==> src/rtl/sc_rx_pkg.sv <==
// Package: shared types for the smart-card receiver.
// Assumes nothing beyond IEEE 1800-2017.
package sc_rx_pkg;
    // Frame position of the receive state machine
    typedef enum logic [2:0] {
        FR_IDLE,
        FR_START,
        FR_DATA,
        FR_PAR,
        FR_STOP
    } fr_state_t;
endpackage

==> src/rtl/sc_rx_sync.sv <==
// Module: multi-stage synchronizer for the asynchronous I/O line.
// Assumes STAGES >= 1; every stage resets to RST_VAL (the line's idle level).
module sc_rx_sync #(
    parameter int   STAGES  = 2,
    parameter logic RST_VAL = 1'b1
) (
    input  logic clk,
    input  logic rst_n,
    input  logic d_i,
    output logic q_o
);
    logic [STAGES-1:0] pipe;

    for (genvar i = 0; i < STAGES; i++) begin : g_stage
        if (i == 0) begin : g_first
            // first stage captures the raw line
            always_ff @(posedge clk) begin
                if (!rst_n) pipe[0] <= RST_VAL;
                else        pipe[0] <= d_i;
            end
        end else begin : g_next
            // later stages pass the value along
            always_ff @(posedge clk) begin
                if (!rst_n) pipe[i] <= RST_VAL;
                else        pipe[i] <= pipe[i-1];
            end
        end
    end

    assign q_o = pipe[STAGES-1];
endmodule

==> src/rtl/sc_rx_cfg.sv <==
// Module: divider register, working divider copy and enable/disable control.
// Assumes single-cycle control pulses. Disable wins over enable. A disable that
// arrives during a character is held pending until the frame engine goes idle.
module sc_rx_cfg #(
    parameter int DIV_W   = 11,
    parameter int DIV_RST = 372
) (
    input  logic             clk,
    input  logic             rst_n,
    input  logic             en_i,
    input  logic             dis_i,
    input  logic             srst_i,
    input  logic             div_we_i,
    input  logic [DIV_W-1:0] div_wdata_i,
    input  logic             busy_i,
    output logic             on_o,
    output logic             accept_o,
    output logic [DIV_W-1:0] work_div_o
);
    localparam logic [DIV_W-1:0] DIV_INIT = DIV_W'(DIV_RST);

    logic [DIV_W-1:0] div_q;
    logic [DIV_W-1:0] work_q;
    logic             on_q;
    logic             pend_q;

    // software-visible divider register; only a hard reset restores it
    always_ff @(posedge clk) begin
        if (!rst_n)        div_q <= DIV_INIT;
        else if (div_we_i) div_q <= div_wdata_i;
    end

    // working copy, taken when the receiver goes from off to on
    always_ff @(posedge clk) begin
        if (!rst_n)                        work_q <= DIV_INIT;
        else if (en_i && !dis_i && !on_q)  work_q <= div_q;
    end

    // enable state with a graceful (pending) disable
    always_ff @(posedge clk) begin
        if (!rst_n) begin
            on_q   <= 1'b0;
            pend_q <= 1'b0;
        end else if (srst_i) begin
            if (pend_q || dis_i) on_q <= 1'b0;
            pend_q <= 1'b0;
        end else if (dis_i) begin
            if (busy_i) pend_q <= 1'b1;
            else begin
                on_q   <= 1'b0;
                pend_q <= 1'b0;
            end
        end else if (en_i) begin
            on_q   <= 1'b1;
            pend_q <= 1'b0;
        end else if (pend_q && !busy_i) begin
            on_q   <= 1'b0;
            pend_q <= 1'b0;
        end
    end

    assign on_o       = on_q;
    assign work_div_o = work_q;
    assign accept_o   = on_q && !pend_q && !dis_i && !srst_i;


    idle_dis_chk: assert property (@(posedge clk) disable iff (!rst_n)
        (dis_i && !busy_i) |=> !on_q);

    busy_dis_chk: assert property (@(posedge clk) disable iff (!rst_n)
        (on_q && busy_i && dis_i && !srst_i) |=> on_q);

    div_hold_chk: assert property (@(posedge clk) disable iff (!rst_n)
        on_q |=> $stable(work_q));
endmodule

==> src/rtl/sc_rx_frame.sv <==
// Module: frame engine. Detects the start edge, times ETUs and shifts in data.
// Assumes a synchronized line input and a divider that stays constant while busy.
// Emits a one-cycle done pulse with the byte and a parity verdict.
module sc_rx_frame
    import sc_rx_pkg::*;
#(
    parameter int DIV_W  = 11,
    parameter int DATA_W = 8
) (
    input  logic              clk,
    input  logic              rst_n,
    input  logic              srst_i,
    input  logic              accept_i,
    input  logic              line_i,
    input  logic [DIV_W-1:0]  div_i,
    output logic              busy_o,
    output logic              done_o,
    output logic [DATA_W-1:0] data_o,
    output logic              par_bad_o
);
    localparam int               IDX_W    = $clog2(DATA_W);
    localparam logic [IDX_W-1:0] LAST_IDX = IDX_W'(DATA_W - 1);
    localparam logic [DIV_W-1:0] ONE      = DIV_W'(1);

    fr_state_t         state;
    logic [DIV_W-1:0]  cnt;
    logic [IDX_W-1:0]  bit_idx;
    logic [DATA_W-1:0] shreg;
    logic              par_q;
    logic              prev_q;
    logic              done_q;
    logic              bad_q;
    logic              tick;

    assign tick = (cnt == '0);

    // previous line level, used to detect the falling start edge
    always_ff @(posedge clk) begin
        if (!rst_n) prev_q <= 1'b1;
        else        prev_q <= line_i;
    end

    // frame state machine, ETU counter and shift register
    always_ff @(posedge clk) begin
        if (!rst_n || srst_i) begin
            state   <= FR_IDLE;
            cnt     <= '0;
            bit_idx <= '0;
            shreg   <= '0;
            par_q   <= 1'b0;
            done_q  <= 1'b0;
            bad_q   <= 1'b0;
        end else begin
            done_q <= 1'b0;
            if (state == FR_IDLE) begin
                if (accept_i && prev_q && !line_i) begin
                    state <= FR_START;
                    cnt   <= div_i >> 1;
                end
            end else if (!tick) begin
                cnt <= cnt - ONE;
            end else begin
                cnt <= div_i - ONE;
                unique case (state)
                    FR_START: begin
                        bit_idx <= '0;
                        state   <= line_i ? FR_IDLE : FR_DATA;
                    end
                    FR_DATA: begin
                        shreg   <= {line_i, shreg[DATA_W-1:1]};
                        bit_idx <= bit_idx + 1'b1;
                        if (bit_idx == LAST_IDX) state <= FR_PAR;
                    end
                    FR_PAR: begin
                        par_q <= line_i;
                        state <= FR_STOP;
                    end
                    FR_STOP: begin
                        done_q <= 1'b1;
                        bad_q  <= (^shreg) ^ par_q;
                        state  <= FR_IDLE;
                    end
                    default: state <= FR_IDLE;
                endcase
            end
        end
    end

    assign busy_o    = (state != FR_IDLE);
    assign done_o    = done_q;
    assign data_o    = shreg;
    assign par_bad_o = bad_q;


    glitch_drop_chk: assert property (@(posedge clk) disable iff (!rst_n)
        (state == FR_START && tick && line_i) |=> (state == FR_IDLE && !done_o));

    abort_idle_chk: assert property (@(posedge clk) disable iff (!rst_n)
        srst_i |=> (state == FR_IDLE && !done_o));

    etu_bound_chk: assert property (@(posedge clk) disable iff (!rst_n)
        (state != FR_IDLE) |-> (cnt <= div_i));

    done_single_chk: assert property (@(posedge clk) disable iff (!rst_n)
        done_o |=> !done_o);
endmodule

==> src/rtl/sc_rx.sv <==
// Module: smart-card character receiver top level.
// Assumes clk is the smart-card reference clock and rst_n is synchronous.
// Holds the received byte, the ready flag and the sticky error flags.
module sc_rx #(
    parameter int DIV_W       = 11,
    parameter int DIV_RST     = 372,
    parameter int DATA_W      = 8,
    parameter int SYNC_STAGES = 2
) (
    input  logic              clk,
    input  logic              rst_n,
    input  logic              rx_line,
    input  logic              rx_en,
    input  logic              rx_dis,
    input  logic              rx_srst,
    input  logic              div_we,
    input  logic [DIV_W-1:0]  div_wdata,
    input  logic              rd_ack,
    output logic              rx_on,
    output logic              rx_busy,
    output logic [DATA_W-1:0] rx_data,
    output logic              rx_ready,
    output logic              par_err,
    output logic              ovr_err
);
    logic              line_s;
    logic              accept;
    logic [DIV_W-1:0]  work_div;
    logic              busy;
    logic              done;
    logic [DATA_W-1:0] fr_data;
    logic              fr_bad;
    logic [DATA_W-1:0] hold_q;
    logic              ready_q;
    logic              perr_q;
    logic              ovr_q;

    sc_rx_sync #(.STAGES(SYNC_STAGES), .RST_VAL(1'b1)) i_sync (
        .clk  (clk),
        .rst_n(rst_n),
        .d_i  (rx_line),
        .q_o  (line_s)
    );

    sc_rx_cfg #(.DIV_W(DIV_W), .DIV_RST(DIV_RST)) i_cfg (
        .clk        (clk),
        .rst_n      (rst_n),
        .en_i       (rx_en),
        .dis_i      (rx_dis),
        .srst_i     (rx_srst),
        .div_we_i   (div_we),
        .div_wdata_i(div_wdata),
        .busy_i     (busy),
        .on_o       (rx_on),
        .accept_o   (accept),
        .work_div_o (work_div)
    );

    sc_rx_frame #(.DIV_W(DIV_W), .DATA_W(DATA_W)) i_frame (
        .clk      (clk),
        .rst_n    (rst_n),
        .srst_i   (rx_srst),
        .accept_i (accept),
        .line_i   (line_s),
        .div_i    (work_div),
        .busy_o   (busy),
        .done_o   (done),
        .data_o   (fr_data),
        .par_bad_o(fr_bad)
    );

    // holding register, ready flag and sticky error flags
    always_ff @(posedge clk) begin
        if (!rst_n || rx_srst) begin
            hold_q  <= '0;
            ready_q <= 1'b0;
            perr_q  <= 1'b0;
            ovr_q   <= 1'b0;
        end else if (done) begin
            hold_q  <= fr_data;
            ready_q <= 1'b1;
            if (fr_bad)             perr_q <= 1'b1;
            if (ready_q && !rd_ack) ovr_q  <= 1'b1;
        end else if (rd_ack) begin
            ready_q <= 1'b0;
        end
    end

    assign rx_busy  = busy;
    assign rx_data  = hold_q;
    assign rx_ready = ready_q;
    assign par_err  = perr_q;
    assign ovr_err  = ovr_q;


    ready_src_chk: assert property (@(posedge clk) disable iff (!rst_n)
        $rose(ready_q) |-> $past(done));

    srst_clear_chk: assert property (@(posedge clk) disable iff (!rst_n)
        rx_srst |=> (!ready_q && !perr_q && !ovr_q));

    overrun_set_chk: assert property (@(posedge clk) disable iff (!rst_n)
        (done && ready_q && !rd_ack && !rx_srst) |=> ovr_q);

    perr_sticky_chk: assert property (@(posedge clk) disable iff (!rst_n)
        (perr_q && !rx_srst) |=> perr_q);

    off_idle_chk: assert property (@(posedge clk) disable iff (!rst_n)
        !rx_on |-> !busy);
endmodule

==> config.mk <==
export PLATFORM = sky130hd
export DESIGN_NAME = sc_rx
export DESIGN_NICKNAME = d
export VERILOG_FILES = /design/src/rtl/sc_rx_pkg.sv /design/src/rtl/sc_rx_sync.sv /design/src/rtl/sc_rx_cfg.sv /design/src/rtl/sc_rx_frame.sv /design/src/rtl/sc_rx.sv
export SDC_FILE = /design/constraint.sdc
export NUM_CORES = 1
export LEC_CHECK = 0
export BUFFER_PORTS_ARGS = -buffer_cell sky130_fd_sc_hd__buf_2
export CAP_MARGIN = 20
export CORE_UTILIZATION = 60
export DETAILED_ROUTE_END_ITERATION = 7
export PLACE_DENSITY = 0.81
export SYNTH_ARGS = -nofsm -noshare
export SYNTH_HDL_FRONTEND = slang
export SYNTH_SLANG_ARGS = --single-unit
==> constraint.sdc <==
create_clock -name clk -period 7.9 [get_ports clk]
set_clock_uncertainty 0.05 [all_clocks]
set_input_delay 0.395 -clock clk [delete_from_list [all_inputs] [get_ports clk]]
set_output_delay 0.395 -clock clk [all_outputs]
set_load 0.02 [all_outputs]
==> metrics.md <==
| Metric | Value |
|---|---|
| Detailed-route vias per instance | `5.683` |
| Worst IR Drop VDD | `0.1535 mV` |
| Clock Tree Buf Depth | `2` |
| Drt wl/cell | `14.13 um` |
| Hold-fix buffers, CTS | `0` |
| CP startpoint kind | `flop` |
| Global-route wire length before repair | `9942 um` |
| Most common cell after layout, fill and taps aside | `dfxtp_1` |
| Arr. time, crit path | `3.20 ns` |
| Mean Syn Cell Area | `9.108 sq um` |
| Fmax | `336.4 MHz` |
| Reg2reg start | `i_frame.cnt[9]` |
| HP Class | `in -> reg` |
| Drt initial violations | `200` |
| Final setup violation count | `0` |
| Delay-heaviest family, CP | `simple AND/OR/NAND/NOR gates` |
| Setup_tns | `0 ns` |
| # H-tree levels | `3` |
| Largest cells by area after synthesis | `dfxtp_1 (44%), mux2i_1 (12%), nor2_1 (5.4%), nand2_1 (4.1%), a21oi_1 (2.6%)` |
| Area leader, netlist | `dfxtp_1` |
| Fin. max-slew vios | `0` |
| Vias in the first global route | `2,059` |
| Max Cap Viol | `0` |
| Setup CP Type | `reg -> reg` |
| Post-Layout Inst Area | `0.003447 sq mm` |
| Post-Syn Nets | `355` |
| Crit path max-delay cell type | `or3b_2` |
| Share of layout cells above drive strength 1 | `17.81%` |
| Most used DFF post-synth | `dfxtp_1` |
| Data required, critical path | `8.12 ns` |
| Area fraction of the dominant cell type after synthesis | `43.56%` |
| CTS tree | `built` |
| Worst reg2reg path depth | `9` |
| Netlist cell types | `54` |
| Initial Util | `63.37%` |
| CP Cell Sequence | `nor2_1, and4_1, a21oi_1, ha_1, or3b_2, nand2b_1, a211o_1, a221o_1, nor2_1` |
| Worst Path Buf+Inv | `0` |
| Most used cell, CP | `nor2_1` |
| RePlAce Congestion | `0.9280` |
| Final antenna-violating net count | `0` |
| Commonest non-fill, non-tap cells in the layout | `dfxtp_1 (66), nor2_1 (44), mux2i_1 (35), nand2_1 (33), buf_2 (31)` |
| Root Driver | `clkbuf_8` |
| Final Cycle Share | `37.63%` |
| FP Rows | `25` |
| Fin nets | `382` |
| EDFF count, synth | `0` |
| Post-CTS Repair Setup Buffers | `0` |
| Total GRT Usage | `24.52%` |
| Drc violations | `0` |
| Die height | `73.10 um` |
| Io pins | `32` |
| Critical Path Start | `i_frame.cnt[9]` |
| Syn Std Cell Area | `0.003033 sq mm` |
| CP Depth | `9` |
| Fraction of registers with async set or reset after synthesis | `0%` |
| Status | `completed` |
| Critical Path Max Stage Delay | `0.49 ns` |
| Syn. warnings | `0` |
| Final worst path period need | `2.973 ns` |
| CP Capture Point | `i_frame.cnt[6]` |
| Ant diodes | `0` |
| Pre-CTS setup slack | `4.983 ns` |
| Worst skew pair latency | `0.34 ns` |
| R2R Setup Slk | `4.93 ns` |
| Horiz. Die Dim | `73.10 um` |
| # clock sinks | `66` |
| Leakage power | `0.001411 uW` |
| Final setup margin | `4.927 ns` |
| Tightest Pin Transition | `0.6802 ns` |
| Core area | `0.004786 sq mm` |
| Synthesized instance count | `333` |
| CP endpoint kind | `flop` |
| Total Wirelength | `6105 um` |
| Overflow after GRT | `0` |
| Layout area overhead | `13.66%` |
| Dpl hpwl | `4218 um` |
| Slew margin rel. | `54.48%` |
| CP max FO | `12` |
| Register area share after synthesis | `43.56%` |
| Placed Area | `0.003222 sq mm` |
| Pre-antenna DRT Iters | `4` |
| PortBufs | `31` |
| PostCTS Resize Cnt | `0` |
| Die area | `0.005343 sq mm` |
| Via Count | `2,455` |
| R2R Path End | `i_frame.cnt[6]` |
| Initial antenna violation count | `0` |
| Fin. Hold Viols | `0` |
| Power per cell area | `201.8 mW/mm^2` |
| Unrepaired setup endpoints after global routing | `false` |
| Clk slew on worst S/H paths | `0.08 ns` |
| Pin count of the biggest net entering global routing | `29` |
| CTS buffer count | `9` |
| Synthesized flop and latch total | `66` |
## synth_stat cells (all sizes together), types with 7 or more instances
library cell,count
a21boi,7
a21oi,16
clkbuf,14
dfxtp,66
mux2i,35
nand2,33
nand3,9
nor2,45
nor2b,9
nor3,7
o21ai,8
## area by class of cell
class / count / area [sq um]
Inverter: 3 / 11.26
Clock buffer: 9 / 123.9
Sequential cell: 66 / 1321
Tap cell: 67 / 83.83
Multi-Input combinational cell: 247 / 1635
Fill cell: 341 / 1339
Clock inverter: 7 / 101.3
Timing Repair Buffer: 33 / 170.2
## registers in the layout, summed over array words and instances (netlist names), 3 cells and up
signal,count
i_frame.bit_idx,3
rx_data,8
i_cfg.work_div_o,11
i_cfg.div_q,11
i_frame.data_o,8
i_frame.state,3
i_frame.cnt,11
## worst min-delay path by stage
stage                     cells after the start  slack (ns)      startpoint        endpoint
after floorplan                               1        0.34  i_sync.pipe[0]      i_sync.q_o
after global placement                        1        0.34  i_sync.pipe[0]      i_sync.q_o
after detailed placement                      1        0.34  i_sync.pipe[0]      i_sync.q_o
after CTS                                     2        0.19         rx_line  i_sync.pipe[0]
after global routing                          2        0.19         rx_line  i_sync.pipe[0]
final                                         2        0.19         rx_line  i_sync.pipe[0]
## cells by family (layout without fill, tap and decap cells)
family / count (synthesis) / count (layout) / share of synthesized area, %
fa+ha+maj: 3 / 3 / 1.238
flops: 66 / 66 / 43.56
mux: 40 / 40 / 13.41
compound gates: 57 / 57 / 13.08
simple gates: 135 / 135 / 22.28
xor+xnor: 12 / 12 / 3.919
buf+inv: 20 / 52 / 2.516
## per-stage QoR
step | cells | util (%) | total power [uW] | hold WS (ns)
4_1_cts | 432 | 72.03 | 700.9 | 0.1857
3_5_place_dp | 416 | 67.32 | 387.6 | 0.3436
3_3_place_gp | 416 | 67.32 | 386.5 | 0.3398
6_report | 432 | 72.03 | 695.6 | 0.1937
5_1_grt | 432 | 72.03 | 719.9 | 0.1944
2_1_floorplan | 333 | - | 376.0 | 0.3363
## power breakdown
part | internal [uW] | switching (uW) | total, uW
logic | 15.2 | 19.1 | 34.4
clock network | 180 | 136 | 315
registers | 339 | 6.65 | 346
## per-layer routing
metal	vias up	global-route usage (%)	share of wire, %
met5	-	0	0
met4	0	10.46	1.5
met3	10	4.558	5.8
met2	82	35.80	45
met1	1121	35.27	47
li1	1242	-	-
(Power assumes the default switching activity.)
